## config.mk

```make
export PLATFORM = sky130hd
export DESIGN_NAME = uwire_eeprom
export DESIGN_NICKNAME = d
export VERILOG_FILES = /design/src/rtl/uwire_pkg.sv /design/src/rtl/uwire_frame.sv /design/src/rtl/uwire_timer.sv /design/src/rtl/uwire_store.sv /design/src/rtl/uwire_eeprom.sv
export SDC_FILE = /design/constraint.sdc
export NUM_CORES = 2
export LEC_CHECK = 0
export BUFFER_PORTS_ARGS = -buffer_cell sky130_fd_sc_hd__buf_4
export CAP_MARGIN = 20
export CORE_MARGIN = 1
export CORE_UTILIZATION = 57
export DETAILED_ROUTE_END_ITERATION = 6
export PLACE_DENSITY = 0.81
export SLEW_MARGIN = 20
export SYNTH_ARGS = -nofsm -noshare
export SYNTH_HDL_FRONTEND = slang
export SYNTH_SLANG_ARGS = --single-unit
```

## constraint.sdc

```tcl
create_clock -name clk -period 2.3 [get_ports clk]
set_input_delay 0.115 -clock clk [delete_from_list [all_inputs] [get_ports clk]]
set_output_delay 0.115 -clock clk [all_outputs]
set_load 0.02 [all_outputs]
```

## src/rtl/uwire_pkg.sv

```systemverilog
package uwire_pkg;
  typedef enum logic [2:0] {
    ACT_NONE, ACT_READ, ACT_WRITE, ACT_ERASE,
    ACT_ERAL, ACT_WRAL, ACT_EWEN, ACT_EWDS
  } act_t;

  typedef enum logic [2:0] {
    F_IDLE, F_HDR, F_DATA, F_READ, F_DONE
  } fstate_t;

  localparam logic [1:0] OP_SPECIAL = 2'b00;
  localparam logic [1:0] OP_WRITE   = 2'b01;
  localparam logic [1:0] OP_READ    = 2'b10;
  localparam logic [1:0] OP_ERASE   = 2'b11;

  function automatic act_t decode_act(input logic [1:0] op, input logic [1:0] hi);
    case (op)
      OP_READ:  return ACT_READ;
      OP_WRITE: return ACT_WRITE;
      OP_ERASE: return ACT_ERASE;
      default: begin
        case (hi)
          2'b00:   return ACT_EWDS;
          2'b01:   return ACT_WRAL;
          2'b10:   return ACT_ERAL;
          default: return ACT_EWEN;
        endcase
      end
    endcase
  endfunction

  function automatic logic carries_data(input logic [1:0] op, input logic [1:0] hi);
    return (op == OP_WRITE) || (op == OP_SPECIAL && hi == 2'b01);
  endfunction

  function automatic logic is_program(input act_t a);
    return (a == ACT_WRITE) || (a == ACT_ERASE) || (a == ACT_ERAL) || (a == ACT_WRAL);
  endfunction

  function automatic int unsigned ticks_for(input act_t a, input int unsigned base);
    return (a == ACT_WRAL) ? 2 * base : base;
  endfunction
endpackage

```

## src/rtl/uwire_frame.sv

```systemverilog
module uwire_frame
  import uwire_pkg::*;
#(
  parameter int ADDR_W = 6,
  parameter int DATA_W = 16
) (
  input  logic              clk,
  input  logic              rst_n,
  input  logic              cs,
  input  logic              sck,
  input  logic              di,
  input  logic              busy,
  input  logic [DATA_W-1:0] rd_word,
  output logic [ADDR_W-1:0] rd_addr,
  output logic              frame_done,
  output logic [1:0]        op,
  output logic [ADDR_W-1:0] addr,
  output logic [DATA_W-1:0] data,
  output logic              rd_active,
  output logic              rd_bit,
  output logic              start_seen,
  output logic              cs_fall
);
  localparam int HDR_W  = 2 + ADDR_W;
  localparam int MAXB   = (HDR_W > DATA_W) ? HDR_W : DATA_W;
  localparam int BIT_CW = $clog2(MAXB + 1);

  fstate_t           st;
  logic              sck_q, cs_q;
  logic [HDR_W-1:0]  hdr;
  logic [HDR_W-1:0]  hdr_next;
  logic [BIT_CW-1:0] cnt;
  logic [DATA_W-1:0] sreg;
  logic              sck_rise;

  assign sck_rise   = sck & ~sck_q;
  assign cs_fall    = ~cs & cs_q;
  assign hdr_next   = {hdr[HDR_W-2:0], di};
  assign rd_addr    = hdr_next[ADDR_W-1:0];
  assign op         = hdr[HDR_W-1 -: 2];
  assign addr       = hdr[ADDR_W-1:0];
  assign frame_done = (st == F_DONE);
  assign rd_active  = (st == F_READ);
  assign rd_bit     = sreg[DATA_W-1];
  assign start_seen = cs & sck_rise & (st == F_IDLE) & di;

  always_ff @(posedge clk or negedge rst_n) begin
    if (!rst_n) begin
      st    <= F_IDLE;
      sck_q <= 1'b0;
      cs_q  <= 1'b0;
      hdr   <= '0;
      cnt   <= '0;
      data  <= '0;
      sreg  <= '0;
    end else begin
      sck_q <= sck;
      cs_q  <= cs;
      if (!cs) begin
        st  <= F_IDLE;
        cnt <= '0;
      end else if (sck_rise) begin
        case (st)
          F_IDLE: if (di) begin
            st  <= F_HDR;
            cnt <= '0;
          end
          F_HDR: begin
            hdr <= hdr_next;
            cnt <= cnt + 1'b1;
            if (cnt == BIT_CW'(HDR_W - 1)) begin
              cnt <= '0;
              if (hdr_next[HDR_W-1 -: 2] == OP_READ) begin
                if (!busy) begin
                  st   <= F_READ;
                  sreg <= rd_word;
                end else begin
                  st <= F_DONE;
                end
              end else if (carries_data(hdr_next[HDR_W-1 -: 2], hdr_next[ADDR_W-1 -: 2])) begin
                st <= F_DATA;
              end else begin
                st <= F_DONE;
              end
            end
          end
          F_DATA: begin
            data <= {data[DATA_W-2:0], di};
            cnt  <= cnt + 1'b1;
            if (cnt == BIT_CW'(DATA_W - 1)) st <= F_DONE;
          end
          F_READ: sreg <= {sreg[DATA_W-2:0], 1'b0};
          default: ;
        endcase
      end
    end
  end

  // Zero bits ahead of the start bit keep the decoder idle
  assert_leading_zero_R11: assert property (@(posedge clk) disable iff (!rst_n)
    (cs && sck_rise && st == F_IDLE && !di) |=> (st == F_IDLE));
endmodule

```

## src/rtl/uwire_timer.sv

```systemverilog
module uwire_timer #(
  parameter int CNT_W = 9
) (
  input  logic             clk,
  input  logic             rst_n,
  input  logic             start,
  input  logic [CNT_W-1:0] ticks,
  output logic             busy,
  output logic             done
);
  logic [CNT_W-1:0] cnt;

  assign busy = (cnt != '0);
  assign done = (cnt == CNT_W'(1));

  always_ff @(posedge clk or negedge rst_n) begin
    if (!rst_n)      cnt <= '0;
    else if (start)  cnt <= ticks;
    else if (busy)   cnt <= cnt - 1'b1;
  end

  // A new cycle may only be launched when none is running
  assert_start_when_idle_R8: assert property (@(posedge clk) disable iff (!rst_n)
    start |-> !busy);
endmodule

```

## src/rtl/uwire_store.sv

```systemverilog
module uwire_store
  import uwire_pkg::*;
#(
  parameter int ADDR_W = 6,
  parameter int DATA_W = 16
) (
  input  logic              clk,
  input  logic              rst_n,
  input  logic              apply,
  input  act_t              kind,
  input  logic [ADDR_W-1:0] wr_addr,
  input  logic [DATA_W-1:0] wr_data,
  input  logic [ADDR_W-1:0] rd_addr,
  output logic [DATA_W-1:0] rd_word
);
  localparam int DEPTH = 1 << ADDR_W;

  logic [DATA_W-1:0] mem [DEPTH];

  assign rd_word = mem[rd_addr];

  always_ff @(posedge clk or negedge rst_n) begin
    if (!rst_n) begin
      for (int i = 0; i < DEPTH; i++) mem[i] <= '1;
    end else if (apply) begin
      case (kind)
        ACT_WRITE: mem[wr_addr] <= wr_data;
        ACT_ERASE: mem[wr_addr] <= '1;
        ACT_ERAL:  for (int i = 0; i < DEPTH; i++) mem[i] <= '1;
        ACT_WRAL:  for (int i = 0; i < DEPTH; i++) mem[i] <= wr_data;
        default: ;
      endcase
    end
  end

  // Erase-all leaves the first and last words erased
  assert_eral_fill_R4: assert property (@(posedge clk) disable iff (!rst_n)
    (apply && kind == ACT_ERAL) |=> (mem[0] == '1 && mem[DEPTH-1] == '1));
endmodule

```

## src/rtl/uwire_eeprom.sv

```systemverilog
module uwire_eeprom
  import uwire_pkg::*;
#(
  parameter int ADDR_W     = 6,
  parameter int DATA_W     = 16,
  parameter int ERAL_TICKS = 200
) (
  input  logic clk,
  input  logic rst_n,
  input  logic cs,
  input  logic sck,
  input  logic di,
  output logic do_data,
  output logic do_oe
);
  localparam int CNT_W = $clog2(2 * ERAL_TICKS + 1);

  logic              busy, done, frame_done, rd_active, rd_bit;
  logic              start_seen, cs_fall;
  logic [1:0]        op;
  logic [ADDR_W-1:0] addr, rd_addr, pend_addr;
  logic [DATA_W-1:0] data, rd_word, pend_data;
  act_t              act, pend_act;
  logic              wen, status_armed;
  logic              commit, launch;
  logic [CNT_W-1:0]  ticks;

  assign act    = decode_act(op, addr[ADDR_W-1 -: 2]);
  assign commit = cs_fall & frame_done & ~busy;
  assign launch = commit & is_program(act) & wen;
  assign ticks  = CNT_W'(ticks_for(act, ERAL_TICKS));

  uwire_frame #(.ADDR_W(ADDR_W), .DATA_W(DATA_W)) u_frame (
    .clk(clk), .rst_n(rst_n), .cs(cs), .sck(sck), .di(di), .busy(busy),
    .rd_word(rd_word), .rd_addr(rd_addr), .frame_done(frame_done), .op(op),
    .addr(addr), .data(data), .rd_active(rd_active), .rd_bit(rd_bit),
    .start_seen(start_seen), .cs_fall(cs_fall)
  );

  uwire_timer #(.CNT_W(CNT_W)) u_timer (
    .clk(clk), .rst_n(rst_n), .start(launch), .ticks(ticks),
    .busy(busy), .done(done)
  );

  uwire_store #(.ADDR_W(ADDR_W), .DATA_W(DATA_W)) u_store (
    .clk(clk), .rst_n(rst_n), .apply(done), .kind(pend_act),
    .wr_addr(pend_addr), .wr_data(pend_data), .rd_addr(rd_addr), .rd_word(rd_word)
  );

  always_ff @(posedge clk or negedge rst_n) begin
    if (!rst_n) begin
      wen          <= 1'b0;
      status_armed <= 1'b0;
      pend_act     <= ACT_NONE;
      pend_addr    <= '0;
      pend_data    <= '0;
    end else begin
      if (commit && act == ACT_EWEN) wen <= 1'b1;
      if (commit && act == ACT_EWDS) wen <= 1'b0;
      if (launch) begin
        pend_act     <= act;
        pend_addr    <= addr;
        pend_data    <= data;
        status_armed <= 1'b1;
      end else if ((start_seen || cs_fall) && !busy) begin
        status_armed <= 1'b0;
      end
    end
  end

  always_comb begin
    do_oe   = 1'b0;
    do_data = 1'b0;
    if (cs && rd_active) begin
      do_oe   = 1'b1;
      do_data = rd_bit;
    end else if (cs && status_armed) begin
      do_oe   = 1'b1;
      do_data = ~busy;
    end
  end

  // Program frames finished while disabled must not start a cycle
  assert_disabled_no_cycle_R6: assert property (@(posedge clk) disable iff (!rst_n)
    (cs_fall && frame_done && !busy && !wen && is_program(act)) |=> !busy);

  // Enable state cannot change through a frame that ends during a cycle
  assert_busy_keeps_enable_R8: assert property (@(posedge clk) disable iff (!rst_n)
    (busy && cs_fall) |=> (wen == $past(wen)));
endmodule

```

======== Yosys cells after proc, flatten, opt, wreduce, memory -nomap -nowiden ========
Index checks and enable logic that the tools add are counted.
storage, ports and cells
  input port bits ......................... 5
  bits in registers ....................... 1,110
operators by class
  reductions and logical operators ........ 28
  eq/ne operators ......................... 33
  add/subtract/negate cells ............... 2
  order comparisons ....................... 3
  bitwise operators ....................... 15
  multiplexer cells ....................... 38
operators with widths
  kind                                                      count
  case mux 1024 bit (4 select lines)                        1
  bitwise mux 1024 bit                                      1
  OR 1024 bit                                               1
  binary-select mux 16 bit (select 6 bit)                   1
  demux 16 bit (select 6 bit)                               1
  2-to-1 mux 16 bit                                         6
  case mux 16 bit (2 select lines)                          1
  2-to-1 mux 9 bit                                          3
  2-to-1 mux 3 bit                                          8
  equality test 3 bit, second input constant                7
  2-to-1 mux 5 bit                                          4
  equality test 3 x 2 -> 1 bit, second input constant       6
  case mux 3 bit (3 select lines)                           2
  case mux 5 bit (3 select lines)                           1
  greater-or-equal comparator 7 bit, second input constant  2
  inverter 6 -> 7 bit                                       2
  bitwise AND 1 bit                                         9
  equality test 9 x 1 -> 1 bit, second input constant       1
  AND reduction 3 bit                                       3
  nonzero test 9 bit                                        1
  subtractor 9 x 1 -> 9 bit, second input constant          1
  equality test 2 x 1 -> 1 bit, second input constant       4
  equality test 2 bit, second input constant                4
  2-to-1 mux 1 bit                                          8
  22 further kinds                                          41

======== Depth between registers and ports, before layout ========
  depth in word-level cells ............... 10
  gate-level depth with buffers ........... 12
  mapped depth without buffers ............ 8

======== By module ========
Synthesis repeated with hierarchy kept, for this count alone.
second synthesis, totals
  cell total of the unflattened synthesis .. 4,983
  area, all modules ....................... 61,387.6 µm²
modules (own cells, without submodules)
  module        sequential area each (µm²)  instances  area an instance (µm²)  cells an instance
  uwire_store   26,905.8                    1          57,044.7                4,648
  uwire_frame   1,251.2                     1          2,503.7                 182
  uwire_eeprom  675.6                       1          1,271.2                 87
  uwire_timer   225.2                       1          568.0                   66

======== Worst setup path after synthesis ========
No wires, ideal clock.
  kind .................................... flip-flop to flip-flop
  start ................................... register u_frame.hdr[4]
  end ..................................... register pend_addr[5]
  buffers on the path ..................... 2
  stages on the path, launching flop included .. 10
  arrival ................................. 2,288 ps
  setup slack ............................. -112 ps
  clock period less this slack ............ 2,412 ps
  cell sequence ........................... dfrtp_1 > clkbuf_1 > inv_1 > ha_1 > nor2b_1 > nor2_1 > or2_2 > nor2_1 > buf_2 > mux2_2
on the way
  cells in the longest elaborated chain, start to end .. 9
  elaborated cells between the ends (all ways) .. 14
ends and longest elaborated chain
  what                                               RTL line            RTL
  start, declared                                    uwire_frame.sv:30   logic [HDR_W-1:0] hdr;
  start signal, assigned                             uwire_frame.sv:69   hdr <= hdr_next;
  equality test 2 bit, or another cell as far along  uwire_pkg.sv:22     case (hi)
  case mux 2 bit (3 select lines) *                  uwire_pkg.sv:22
  case mux 3 bit (3 select lines) *                  uwire_pkg.sv:17     case (op)
  equality test 3 x 2 -> 1 bit                       uwire_pkg.sv:37     return (a == ACT_WRITE) || (a == ACT_ERASE) || (a == ACT_ERAL) || (a == ACT_WRAL);
  logical OR 1 bit (2 in a row)                      uwire_pkg.sv:37
  logical OR 1 bit *                                 uwire_pkg.sv:37
  bitwise AND 1 bit * (2 in a row)                   uwire_eeprom.sv:30  assign launch = commit & is_program(act) & wen;
  end signal, assigned                               uwire_eeprom.sv:62  pend_addr <= addr;
  end, declared                                      uwire_eeprom.sv:21  logic [ADDR_W-1:0] addr, rd_addr, pend_addr;
Mark *: on every way between the ends. The rest lies on a longest branch, timed or not.
A chain may end at the register's enable or synchronous reset.

==> impl_metrics.ini <==
[drt]
drt-initial-drc-count = 10350
via_per_inst = 7.621
first_pass_iters = 7
vias = 60240
drc = 3
wl_um = 257400
routedWlPerCell_um = 32.56
detail-route-antenna-nets = 0

[timing]
period_share = 1.230
worstMarginPinSlew_ns = 0.9334
setup_ws_ns = -0.5297
hold_viol_final = 0
max-slew-margin-rel = 0.3735
post-route-min-period_ns = 2.830
fin_skew_ns = 0.03941
slew_viol_final = 0
setup_violations = 623
rsz0062_at_grt = true
tns_ns = -30.44
fmax_ghz = 0.3534

[worst_setup_path]
crit_path_top_delay_cell = o21ai_0
cp.required_ns = 2.88
r2r.worst_path.cells = 9
reg2reg_from = u_timer.cnt[6]
cp.arrival_ns = 3.41
path_max_fanout = 16
endpoint_kind = flop
slowest_delay_ns = 0.65
critPathLaunchType = flop
crit_path_cell_trace = nor4_4 > buf_4 > o2111a_2 > buf_6 > buf_12 > clkbuf_16 > nand2_1 > buf_4 > o21ai_0
r2r_slack_ns = -0.53
cpMostUsedCell = buf_4
path_class = flop to flop

[global_route]
grt_usage = 0.4370
antenna_found_initial = 11
grt_pass1_wl_um = 356000
grt_pass1_vias = 56120
overflow = 0
grt_max_degree = 122

[layout]
fin_nets = 6434
final.fill_count = 6647
multi_input_area_um2 = 31760
drive_gt1_frac = 0.4305
syn_to_final_growth_pct = 25.56
seq_area_um2 = 29130
instances_no_fill = 7905
stdcell_area_um2 = 75720

[logic_synthesis]
synthCells = 6239
synth-edff-count = 0
syn-num-nets = 6252
syn_area_per_cell_um2 = 9.666
yosysWarnings = 0
synth_cell_type_count = 65
netlist_area_um2 = 60310
yosys_register_bits = 1110
synth_async_sr_flop_share = 1.000
synth_flop_cell = dfstp_2
yosysSeqAreaShare = 0.4818

[placed_design]
place_inst = 7573
port_buffers = 6
gp_congestion = 1.047
hpwlAfterDp_um = 152500
placed_cell_area_um2 = 66650

[pwr]
power.total_mw = 43.32
power.leakage_nw = 25.57
switchingPower_mw = 10.67
comb_power_share = 0.090
seq_power_share = 0.454
ir_worst_vdd_uv = 785.9
p_per_area_nw_per_um2 = 572.1
switching_share = 0.2463
power_frac_clock = 0.456
power.internal_mw = 32.65

[floorplanning]
num_rows = 118
die-area_um2 = 107100
start_util = 0.5786
ioPinCount = 7
core-area_um2 = 104200
die_h_um = 327.3
die-width_um = 327.3

[hold_path]
holdPathEnd = u_frame.sck_q
hold_start = sck
holdPathStages = 2
hold_class = input pin to flop

[outcome]
status = finished, violations left
failed_checks = DRC, setup timing

[cts]
clockBufferDepth = 3
cts_tree = done
cts_buffers = 115
insertion_delay_ns = 0.76
clk_pin_slew_worst_paths_ns = 0.08
htreeDepth = 3
cts.sinks = 1110
clockRootBuffer = clkbuf_16

[job]
cap_viol_max_count = 0
[Yosys cell counts, types with 16 or more instances]
library cell | instances | area, um2
a211oi_1 | 1022 | 7672
a21oi_1 | 19 | 95.09
a22oi_1 | 137 | 1028
a31oi_1 | 18 | 112.6
buf_1 | 20 | 75.07
buf_2 | 146 | 730.7
buf_4 | 52 | 390.4
clkbuf_1 | 421 | 1580
dfrtp_1 | 86 | 2152
dfstp_2 | 1024 | 26910
mux2_2 | 74 | 833.3
mux2i_1 | 273 | 2733
mux4_2 | 122 | 2748
nand2_1 | 1184 | 4444
nand2_2 | 59 | 369.1
nand3_1 | 35 | 175.2
nor2_1 | 160 | 600.6
nor2b_1 | 19 | 118.9
nor4_1 | 16 | 100.1
o21a_1 | 18 | 135.1
o21ai_0 | 640 | 3203
o21ai_1 | 499 | 2497
o22ai_1 | 17 | 106.4
[logic make-up after synthesis]
group,synth area share
AO/OA/AOI/OAI,0.2544
flip-flops,0.4818
XOR/XNOR,0.0008714
multiplexers,0.1047
buffers and inverters,0.05141
AND/OR/NAND/NOR,0.1051
adder cells (fa/ha/maj),0.001660
[layer usage]
metal | routed length [um] | share of wire | track usage
met1 | 84960 | 0.33 | 0.5582
met2 | 106400 | 0.41 | 0.6252
met3 | 42600 | 0.17 | 0.1595
met4 | 23090 | 0.090 | 0.2826
met5 | 401 | 0.0016 | 0.005768
[how the worst max path moves through the flow]
stage,startpoint,slack (ns),to,depth (start not counted)
2_1_floorplan,u_frame.hdr[4],0.005,pend_addr[5],9
3_3_place_gp,u_frame.hdr[0],-0.65,u_frame.sreg[11],8
3_5_place_dp,u_frame.hdr[0],-0.74,u_frame.sreg[11],8
4_1_cts,u_frame.hdr[0],-0.28,u_frame.sreg[7],10
5_1_grt,u_timer.cnt[6],-0.57,flop,9
6_report,u_timer.cnt[6],-0.53,flop,9
[power by group through the flow]
stage	logic, mW	registers, mW	clock network (mW)
global route	4.04	19.6	20.4
CTS	3.68	19.7	19.6
floorplan	1.84	19.9	0
finish	3.90	19.7	19.8
detailed placement	3.28	20.0	0
global placement	3.25	20.0	0
[through the flow]
stage	setup WS, ns	hold slack [ns]	util
CTS	-0.2789	0.05044	0.6859
global route	-0.5657	0.07611	0.7262
finish	-0.5297	0.06111	0.7264
detailed placement	-0.7420	-0.06283	0.6394
floorplan	0.005083	-0.1806	-
global placement	-0.6487	-0.06301	0.6394
[repair_timing]
item,4_1_cts,5_1_grt
pin swaps,39,270
endpoints found under the setup margin,171,906
buffers inserted,21,43
gates cloned,5,42
endpoints found under the hold margin,255,0
hold buffers,6,0
resized for setup,112,1061
[worst max-delay path, delay by kind of cell (launching register included)]
family / cells / cell delay (ns)
and+or+nand+nor: 2 / 0.39
buffers and inverters: 5 / 0.88
DFF: 1 / 0.43
AOI/OAI and AO/OA: 2 / 0.95
[cells in the final DEF, fill, tap and decap left out, types with 150 or more instances in the layout]
| cell type | synthesis | routed |
|---|---|---|
| nand2_2 | 59 | 183 |
| a211oi_1 | 1022 | 1018 |
| buf_4 | 52 | 382 |
| buf_12 | 4 | 242 |
| nand2_1 | 1184 | 903 |
| o21ai_1 | 499 | 560 |
| o21ai_2 | 1 | 189 |
| mux2i_1 | 273 | 273 |
| o21ai_0 | 640 | 379 |
| nor2_1 | 160 | 150 |
| dfstp_2 | 1024 | 1024 |
[layout make-up]
type / count / area share
timing repair buffer: 709 / 0.1204
inverter: 9 / 0.0004462
multi-input combinational: 4476 / 0.4195
sequential: 1110 / 0.3848
tap: 1380 / 0.02280
clock inverter: 53 / 0.008345
clock buffer: 158 / 0.04336
antenna: 10 / 0.0003305
Power figures use the tool's default switching activity.
